===== src/rtl/adc_ctl_pkg.sv =====
// Package: shared widths and the register layout for the ADC control block.
// Assumes the register is 8 bits: flag, enable bits, then the channel field.
package adc_ctl_pkg;
    localparam int CHAN_W = 5;
    localparam logic [CHAN_W-1:0] CHAN_OFF = {CHAN_W{1'b1}};

    typedef struct packed {
        logic              flag;
        logic              ie;
        logic              cont;
        logic [CHAN_W-1:0] chan;
    } csr_t;

    localparam int CSR_W = $bits(csr_t);
endpackage


===== src/rtl/adc_trig_edge.sv =====
// Rising-edge detector for the hardware trigger.
// Assumes trig is already synchronous to clk.
module adc_trig_edge (
    input  logic clk,
    input  logic rst_n,
    input  logic trig,
    output logic rise
);
    logic trig_q;

    // Keep last cycle's trigger level.
    always_ff @(posedge clk) begin
        if (!rst_n) trig_q <= 1'b0;
        else        trig_q <= trig;
    end

    assign rise = trig & ~trig_q;
endmodule


===== src/rtl/adc_csr_regs.sv =====
// Control/status register: holds the enables and channel, and owns the
// completion flag and the interrupt level.
// Assumes done_acc is already qualified by the sequencer (busy, no write).
module adc_csr_regs
    import adc_ctl_pkg::*;
(
    input  logic clk,
    input  logic rst_n,
    input  logic wr_en,
    input  csr_t wdata,
    input  logic rd_lo,
    input  logic done_acc,
    input  logic cmp_en,
    input  logic cmp_true,
    output csr_t csr_q,
    output logic irq
);
    logic set_flag;
    logic unused_wr_flag;

    assign unused_wr_flag = wdata.flag;
    assign set_flag = done_acc & (~cmp_en | cmp_true);

    // Register update: write loads fields and clears flag; else set beats read-clear.
    always_ff @(posedge clk) begin
        if (!rst_n) begin
            csr_q.flag <= 1'b0;
            csr_q.ie   <= 1'b0;
            csr_q.cont <= 1'b0;
            csr_q.chan <= CHAN_OFF;
        end else if (wr_en) begin
            csr_q.flag <= 1'b0;
            csr_q.ie   <= wdata.ie;
            csr_q.cont <= wdata.cont;
            csr_q.chan <= wdata.chan;
        end else if (set_flag) begin
            csr_q.flag <= 1'b1;
        end else if (rd_lo) begin
            csr_q.flag <= 1'b0;
        end
    end

    assign irq = csr_q.flag & csr_q.ie;

    p_flag_needs_done_r3: assert property (@(posedge clk) disable iff (!rst_n)
        $rose(csr_q.flag) |-> $past(done_acc));
    p_write_clears_flag_r4: assert property (@(posedge clk) disable iff (!rst_n)
        wr_en |=> !csr_q.flag);
    p_read_clears_flag_r4: assert property (@(posedge clk) disable iff (!rst_n)
        (rd_lo && !done_acc && !wr_en) |=> !csr_q.flag);
endmodule


===== src/rtl/adc_conv_seq.sv =====
// Conversion sequencer: decides when to pulse start, tracks busy, and
// qualifies the converter's done.
// Assumes the converter restarts on any start pulse.
module adc_conv_seq
    import adc_ctl_pkg::*;
(
    input  logic              clk,
    input  logic              rst_n,
    input  logic              wr_en,
    input  logic [CHAN_W-1:0] wr_chan,
    input  logic              hw_mode,
    input  logic              trig_rise,
    input  logic              conv_done,
    input  logic              cont,
    input  logic [CHAN_W-1:0] chan,
    output logic              start,
    output logic              busy,
    output logic              done_acc
);
    logic start_d, busy_d;

    assign done_acc = busy & conv_done & ~wr_en;

    // Next-state choice: write first, then completion, then hardware edge.
    always_comb begin
        start_d = 1'b0;
        busy_d  = busy;
        if (wr_en) begin
            if (wr_chan == CHAN_OFF || hw_mode) begin
                busy_d = 1'b0;
            end else begin
                start_d = 1'b1;
                busy_d  = 1'b1;
            end
        end else if (done_acc) begin
            if (cont && chan != CHAN_OFF) start_d = 1'b1;
            else                          busy_d  = 1'b0;
        end else if (!busy && hw_mode && trig_rise && chan != CHAN_OFF) begin
            start_d = 1'b1;
            busy_d  = 1'b1;
        end
    end

    // State registers for start pulse and busy.
    always_ff @(posedge clk) begin
        if (!rst_n) begin
            start <= 1'b0;
            busy  <= 1'b0;
        end else begin
            start <= start_d;
            busy  <= busy_d;
        end
    end

    p_start_with_busy_r6: assert property (@(posedge clk) disable iff (!rst_n)
        start |-> busy);
    p_single_goes_idle_r6: assert property (@(posedge clk) disable iff (!rst_n)
        (busy && conv_done && !wr_en && !cont) |=> !busy);
    p_cont_restarts_r7: assert property (@(posedge clk) disable iff (!rst_n)
        (busy && conv_done && !wr_en && cont && chan != CHAN_OFF) |=> (start && busy));
    p_busy_ignores_edge_r8: assert property (@(posedge clk) disable iff (!rst_n)
        (busy && !wr_en && !conv_done) |=> !start);
    p_off_code_stops_r9: assert property (@(posedge clk) disable iff (!rst_n)
        (wr_en && wr_chan == CHAN_OFF) |=> (!busy && !start));
endmodule


===== src/rtl/adc_ctl_status.sv =====
// Top: ADC control and status. Ties the register, sequencer and trigger
// edge detector together. Assumes all inputs are synchronous to clk.
module adc_ctl_status
    import adc_ctl_pkg::*;
(
    input  logic              clk,
    input  logic              rst_n,
    input  logic              reg_wr,
    input  logic [CSR_W-1:0]  reg_wdata,
    output logic [CSR_W-1:0]  reg_rdata,
    input  logic              res_lo_rd,
    input  logic              trig_hw_mode,
    input  logic              hw_trig,
    input  logic              cmp_en,
    input  logic              conv_done,
    input  logic              cmp_true,
    output logic              conv_start,
    output logic [CHAN_W-1:0] conv_chan,
    output logic              conv_busy,
    output logic              irq
);
    csr_t csr_q, wdata_s;
    logic trig_rise, done_acc;

    assign wdata_s = csr_t'(reg_wdata);

    adc_trig_edge u_edge (
        .clk  (clk),
        .rst_n(rst_n),
        .trig (hw_trig),
        .rise (trig_rise)
    );

    adc_csr_regs u_csr (
        .clk     (clk),
        .rst_n   (rst_n),
        .wr_en   (reg_wr),
        .wdata   (wdata_s),
        .rd_lo   (res_lo_rd),
        .done_acc(done_acc),
        .cmp_en  (cmp_en),
        .cmp_true(cmp_true),
        .csr_q   (csr_q),
        .irq     (irq)
    );

    adc_conv_seq u_seq (
        .clk      (clk),
        .rst_n    (rst_n),
        .wr_en    (reg_wr),
        .wr_chan  (wdata_s.chan),
        .hw_mode  (trig_hw_mode),
        .trig_rise(trig_rise),
        .conv_done(conv_done),
        .cont     (csr_q.cont),
        .chan     (csr_q.chan),
        .start    (conv_start),
        .busy     (conv_busy),
        .done_acc (done_acc)
    );

    assign reg_rdata = csr_q;
    assign conv_chan = csr_q.chan;

    p_start_chan_valid_r9: assert property (@(posedge clk) disable iff (!rst_n)
        conv_start |-> (conv_chan != CHAN_OFF));
    p_irq_needs_flag_r5: assert property (@(posedge clk) disable iff (!rst_n)
        irq |-> (reg_rdata[7] && reg_rdata[6]));
endmodule


===== config.mk =====
export PLATFORM = sky130hd
export DESIGN_NAME = adc_ctl_status
export DESIGN_NICKNAME = d
export VERILOG_FILES = /design/src/rtl/adc_ctl_pkg.sv /design/src/rtl/adc_trig_edge.sv /design/src/rtl/adc_csr_regs.sv /design/src/rtl/adc_conv_seq.sv /design/src/rtl/adc_ctl_status.sv
export SDC_FILE = /design/constraint.sdc
export NUM_CORES = 1
export LEC_CHECK = 0
export BUFFER_PORTS_ARGS = -buffer_cell sky130_fd_sc_hd__clkbuf_2
export CORE_AREA = 4 4 42 44
export DETAILED_ROUTE_END_ITERATION = 12
export DIE_AREA = 0 0 46 48
export MAX_ROUTING_LAYER = met4
export PLACE_DENSITY = 0.68
export SYNTH_ARGS = -nofsm -noshare
export SYNTH_HDL_FRONTEND = slang
export SYNTH_HIERARCHICAL = 1
export SYNTH_SLANG_ARGS = --single-unit

===== constraint.sdc =====
create_clock -name clk -period 1.3 [get_ports clk]
set_input_delay 0.195 -clock clk [delete_from_list [all_inputs] [get_ports clk]]
set_output_delay 0.195 -clock clk [all_outputs]
set_load 0.02 [all_outputs]

==> results of run 1 <==
[power groups by stage]
stage	clock network, mW	registers, mW	logic (mW)
after floorplan	0	0.401	0.0806
after global routing	0.246	0.377	0.166
after detailed placement	0	0.382	0.154
after global placement	0	0.381	0.152
after CTS	0.239	0.374	0.155
final	0.229	0.374	0.153
[synthesized netlist by cell type (2+ instances only)]
cell | count | area (µm²)
dfxtp_1 | 11 | 220.2
nor2b_1 | 3 | 18.77
a21oi_1 | 2 | 10.01
nand2_1 | 7 | 26.28
and2_1 | 2 | 12.51
and3_1 | 2 | 12.51
mux2i_1 | 7 | 70.07
buf_4 | 5 | 37.54
[layer usage]
layer	up-vias	part of all wire	track usage
li1	237	-	-
met1	220	0.40	0.1205
met2	16	0.54	0.2088
met3	0	0.064	0.02256
met4	0	0	0.05114
met5	-	0	-
[final cells by class]
cell class | count | area share
clock buffer | 4 | 0.03860
multi-input combinational | 34 | 0.3640
sequential | 11 | 0.3290
tap | 16 | 0.02941
timing repair buffer | 32 | 0.2390
[worst max-delay path: stages (launching register included)]
cell and delay (ns):
dfxtp_2 0.35, and3_1 0.18, nand3_2 0.10, a32o_2 0.29, o211a_1 0.23
[state kept, by name, indices dropped and copies added (netlist names)]
| signal | flops |
|---|---|
| u_seq/start | 1 |
| u_edge/trig_q | 1 |
| u_csr/csr_q | 8 |
| u_seq/busy | 1 |
[path summary, 6_finish.rpt]
check | startpoint | to | slack [ns] | cells after the start
hold reg to reg | u_csr/csr_q[0] | u_csr/csr_q[0] | 0.49 | 2
hold / removal | hw_trig | u_edge/trig_q | 0.15 | 2
setup reg to reg | u_csr/csr_q[2] | u_seq/busy | 0.06 | 4
setup / recovery | u_csr/csr_q[2] | u_seq/busy | 0.06 | 4
[metrics by stage]
step	power, mW	instance area [µm²]
final	0.7566	680.7
after global routing	0.7891	680.7
after CTS	0.7678	680.7
after detailed placement	0.5360	654.4
after global placement	0.5325	654.4
after floorplan	0.4815	520.5
[kinds of logic after synthesis]
family	synth area share
buffers and inverters	0.09444
muxes	0.1356
and+or+nand+nor	0.2373
DFF	0.4261
AOI/OAI and AO/OA	0.1066
==> impl_metrics.json, run 1 <==
{
  "yosysUniqueCellTypes": 20,
  "routabilityCongestion": 0.6222,
  "syn_inst": 51,
  "placedCellCount": 93,
  "dr.pass1.iters": 4,
  "status": "finished clean",
  "p_per_area_mw_per_mm2": 1112,
  "p_int_mw": 0.5440,
  "p_seq_frac": 0.494,
  "critical_path_arrival_ns": 1.40,
  "drt-wirelength-per-cell_um": 12.35,
  "cts_hold_buf": 0,
  "seq_area_um2": 224.0,
  "drive_gt1_frac": 0.5185,
  "coreArea_mm2": 0.001436,
  "ios": 33,
  "layout_common_cells": "clkbuf_2, dfxtp_1, mux2i_1, nand2_1",
  "cts.sinks": 11,
  "tightest_slew_ns": 0.2696,
  "synth_nets": 68,
  "ir_drop_uv": 423.5,
  "worst-setup-path-type": "reg2reg",
  "postRouteAntennaNets": 0,
  "async_reset_ff_frac": 0,
  "yosys_warnings": 6,
  "grt_pass1_wl_um": 1752,
  "cts_resized": 0,
  "setup.worst_path.end_class": "register",
  "fin_hold_ws_ns": 0.1512,
  "fin_crit_sh": 0.9560,
  "p_sw_mw": 0.2126,
  "initial_core_util": 0.3598,
  "nets": 99,
  "antenna_cells": 0,
  "drtIter0Drc": 4,
  "synth_edf_count": 0,
  "maxCapViolations": 0,
  "synth_ff_type": "dfxtp_1",
  "final.fill_count": 158,
  "clkPwrFrac": 0.303,
  "antenna_found_initial": 0,
  "fin_ws_ns": 0.05723,
  "slew_viol_final": 0,
  "final_util": 0.4739,
  "grt_max_degree": 12,
  "rows": 14,
  "final_cells": 97,
  "via_count": 473,
  "synth-seq-cells": 11,
  "numCtsBuffers": 3,
  "syn-cell-area_um2": 516.7,
  "grt_use_total": 0.1156,
  "setup_tns_ns": 0,
  "grt_remaining_overflow": 0,
  "start_kind": "register",
  "skew_ns": 0.004489,
  "insertion_delay_ns": 0.26,
  "hold_path_class": "in2reg",
  "critical_path.max_fanout": 4,
  "multi_input_area_um2": 247.7,
  "crit_required_ns": 1.45,
  "setup_violations": 0,
  "htreeDepth": 1,
  "dieArea_mm2": 0.002208,
  "clk_path_buf_depth": 2,
  "finalHoldViolations": 0,
  "grt_pass1_vias": 412,
  "cts_root_buffer": "clkbuf_4",
  "post_cts_buffers": 0,
  "pwr-share-comb": 0.202,
  "max_freq_mhz": 804.7,
  "path_clk_slew_ns": 0.07,
  "area_delta_synth_final_pct": 31.72,
  "cts_tree": "yes",
  "die_w_um": 46,
  "slew_headroom": 0.8177,
  "dieHeight_um": 48,
  "avgViaCountPerCell": 4.876,
  "timing.final.crit_period_ns": 1.243,
  "synth_seq_area_share": 0.4262,
  "leakage_nw": 0.3569,
  "swShare": 0.2810,
  "post-route-drc-count": 0,
  "final_common_cell": "clkbuf_2",
  "finalWirelength_um": 1198,
  "avgSynthCellArea_um2": 10.13,
  "portBuffers": 31,
  "rsz0062_at_grt": "false",
  "dp_slack_ns": 0.06737
}
No activity file was read; power rests on OpenSTA's default activity.
==> inputs of run 2 (changes only) <==
--- a/config.mk
+++ b/config.mk
@@ -5,12 +5,13 @@
 export SDC_FILE = /design/constraint.sdc
 export NUM_CORES = 1
 export LEC_CHECK = 0
+export ABC_AREA = 1
 export BUFFER_PORTS_ARGS = -buffer_cell sky130_fd_sc_hd__clkbuf_2
-export CORE_AREA = 4 4 42 44
+export CORE_AREA = 4 4 43 45
 export DETAILED_ROUTE_END_ITERATION = 12
-export DIE_AREA = 0 0 46 48
+export DIE_AREA = 0 0 47 49
 export MAX_ROUTING_LAYER = met4
-export PLACE_DENSITY = 0.68
+export PLACE_DENSITY = 0.69
 export SYNTH_ARGS = -nofsm -noshare
 export SYNTH_HDL_FRONTEND = slang
 export SYNTH_HIERARCHICAL = 1
==> run 2 against run 1 <==
Maximum frequency is 15% higher. Routed wire length is 1.0% lower. Core utilization is 1.8 points higher. Clock skew fell by 0.0032 ns. Clock power up 3%. Worst setup slack improved by 0.16 ns. Synthesized cell count grew 61%. Die area rose by 4.3%. First-iteration DRC count increased by 130%. Flip-flop and latch count stayed put. Worst hold slack lost 0.038 ns. Largest cell class unchanged.
==> impl_metrics.json, run 2 <==
{
  "fin_hold_ws_ns": 0.1132,
  "synth_edf_count": 0,
  "cts_resized": 0,
  "multi_input_area_um2": 240.2,
  "synth_common_cells": "nand2_1, inv_1, dfxtp_1",
  "synth-seq-cells": 11,
  "setup.worst_path.start": "u_csr/csr_q[6]",
  "routabilityCongestion": 0.8192,
  "yosysUniqueCellTypes": 18,
  "syn_inst": 82,
  "antenna_found_initial": 0,
  "cts_tree": "yes",
  "nets": 129,
  "crit_required_ns": 1.11,
  "portBuffers": 31,
  "rsz0062_at_grt": "false",
  "numCtsBuffers": 3,
  "synth_seq_area_share": 0.3877,
  "critical_path.max_fanout": 3,
  "post-route-drc-count": 0,
  "ir_drop_uv": 448.1,
  "final_common_cell": "clkbuf_2",
  "start_kind": "register",
  "seq_area_um2": 220.2,
  "p_per_area_mw_per_mm2": 1086,
  "finalWirelength_um": 1186,
  "cp-endpoint": "irq",
  "clkPwrFrac": 0.301,
  "coreArea_mm2": 0.001471,
  "ios": 33,
  "path_depth": 3,
  "p_sw_mw": 0.2413,
  "layout_common_cells": "clkbuf_2, nand2_1, inv_1, dfxtp_1, nor2_1",
  "status": "finished clean",
  "path_clk_slew_ns": 0.07,
  "cts_root_buffer": "clkbuf_4",
  "p_seq_frac": 0.479,
  "r2r-end": "u_seq/busy",
  "post_cts_buffers": 0,
  "pwr-share-comb": 0.220,
  "setup_tns_ns": 0,
  "path_delay_family": "flip-flops",
  "timing.final.crit_period_ns": 1.085,
  "power.total_mw": 0.7857,
  "clk_path_buf_depth": 2,
  "dr.pass1.iters": 4,
  "synth_ff_type": "dfxtp_1",
  "cp_cell_sequence": "nand2_1 > inv_1 > clkbuf_2",
  "dieArea_mm2": 0.002303,
  "final.fill_count": 166,
  "cts_hold_buf": 0,
  "slowest_delay_ns": 0.36,
  "slew_headroom": 0.8474,
  "grt_max_degree": 11,
  "insertion_delay_ns": 0.27,
  "initial_core_util": 0.3861,
  "slew_viol_final": 0,
  "min_path_cells": 3,
  "r2r-start": "u_csr/csr_q[4]",
  "p_int_mw": 0.5444,
  "syn-cell-area_um2": 568.0,
  "synth_top_area_frac": 0.3877,
  "setup_violations": 0,
  "swShare": 0.3071,
  "cts.sinks": 11,
  "tightest_slew_ns": 0.2290,
  "crit_buf_inv": 2,
  "async_reset_ff_frac": 0,
  "yosysTopAreaCell": "dfxtp_1",
  "area_delta_synth_final_pct": 27.31,
  "avgViaCountPerCell": 4.339,
  "die_w_um": 47,
  "antenna_cells": 0,
  "dp.final_hpwl_um": 958.5,
  "setup.worst_path.end_class": "output pin",
  "drive_gt1_frac": 0.3784,
  "maxCapViolations": 0,
  "ff2ff_path_depth": 7,
  "drt-wirelength-per-cell_um": 9.339,
  "top_register": "u_csr/csr_q",
  "critical_path_arrival_ns": 0.89,
  "leakage_nw": 0.4213,
  "dieHeight_um": 49,
  "grt_use_total": 0.1237,
  "synth_nets": 99,
  "max_freq_mhz": 921.6,
  "avgSynthCellArea_um2": 6.927,
  "drtIter0Drc": 9,
  "via_count": 551,
  "final_cells": 127,
  "skew_ns": 0.001272,
  "fin_area_um2": 723.2,
  "placedCellCount": 123,
  "grt_pass1_vias": 497,
  "yosys_warnings": 6,
  "fin_crit_sh": 0.8346,
  "grt_remaining_overflow": 0,
  "grt_pass1_wl_um": 2021,
  "postRouteAntennaNets": 0,
  "finalHoldViolations": 0,
  "dpl_cell_area_um2": 696.9,
  "htreeDepth": 1,
  "r2r_setup_slack_ns": 0.25,
  "synth_most_common_cell": "nand2_1",
  "rows": 14,
  "largest_reg_flops": 8,
  "worst-setup-path-type": "reg2out",
  "slowest_stage": "dfxtp_1",
  "synth_area_leaders": "dfxtp_1, nand2_1, inv_1, buf_4, nand3_1",
  "hold_path_class": "in2reg"
}
[run 2: worst min-delay path by stage]
stage                  from       endpoint  slack [ns]
floorplan           hw_trig  u_edge/trig_q        0.29
global placement    hw_trig  u_edge/trig_q        0.39
detailed placement  hw_trig  u_edge/trig_q        0.39
CTS                 hw_trig  u_edge/trig_q         0.1
global route        hw_trig  u_edge/trig_q        0.14
finish              hw_trig  u_edge/trig_q        0.11
[run 2: cells by family (layout without fill, tap and decap cells)]
logic type / count (synthesis) / in the layout / share of synthesized area
simple gates: 45 / 45 / 0.3370
flops: 11 / 11 / 0.3877
buf+inv: 20 / 49 / 0.1894
compound gates: 6 / 6 / 0.08591
[run 2: final cells by class]
class                      instances  area share
tap                               16     0.02768
inverter                          13     0.07439
sequential                        11      0.3045
timing repair buffer              32      0.2249
multi-input combinational         51      0.3322
clock buffer                       4     0.03633
[run 2: through the flow]
| stage | util | setup WS, ns |
|---|---|---|
| after floorplan | - | 0.2518 |
| after global placement | 0.4736 | 0.2939 |
| after detailed placement | 0.4736 | 0.2767 |
| after CTS | 0.4915 | 0.1928 |
| after global routing | 0.4915 | 0.1173 |
| final | 0.4915 | 0.2150 |
[run 2: routing by layer]
| metal | up-vias | share of wire | GRT usage |
|---|---|---|---|
| met5 | - | 0 | - |
| met4 | 0 | 0 | 0.04147 |
| met3 | 0 | 0.11 | 0.06642 |
| met2 | 25 | 0.46 | 0.1742 |
| met1 | 221 | 0.43 | 0.1482 |
| li1 | 305 | - | - |
[run 2: tightest hold or removal path: stages]
cell	delay, ns
clkbuf_2	0.09
nand2_1	0.04
inv_1	0.04
[run 2: power groups by stage]
stage	Combinational (mW)	Clock (mW)	Sequential, mW
2_1_floorplan	0.101	0	0.407
3_3_place_gp	0.174	0	0.383
3_5_place_dp	0.175	0	0.384
4_1_cts	0.176	0.254	0.376
5_1_grt	0.197	0.265	0.380
6_report	0.173	0.236	0.376
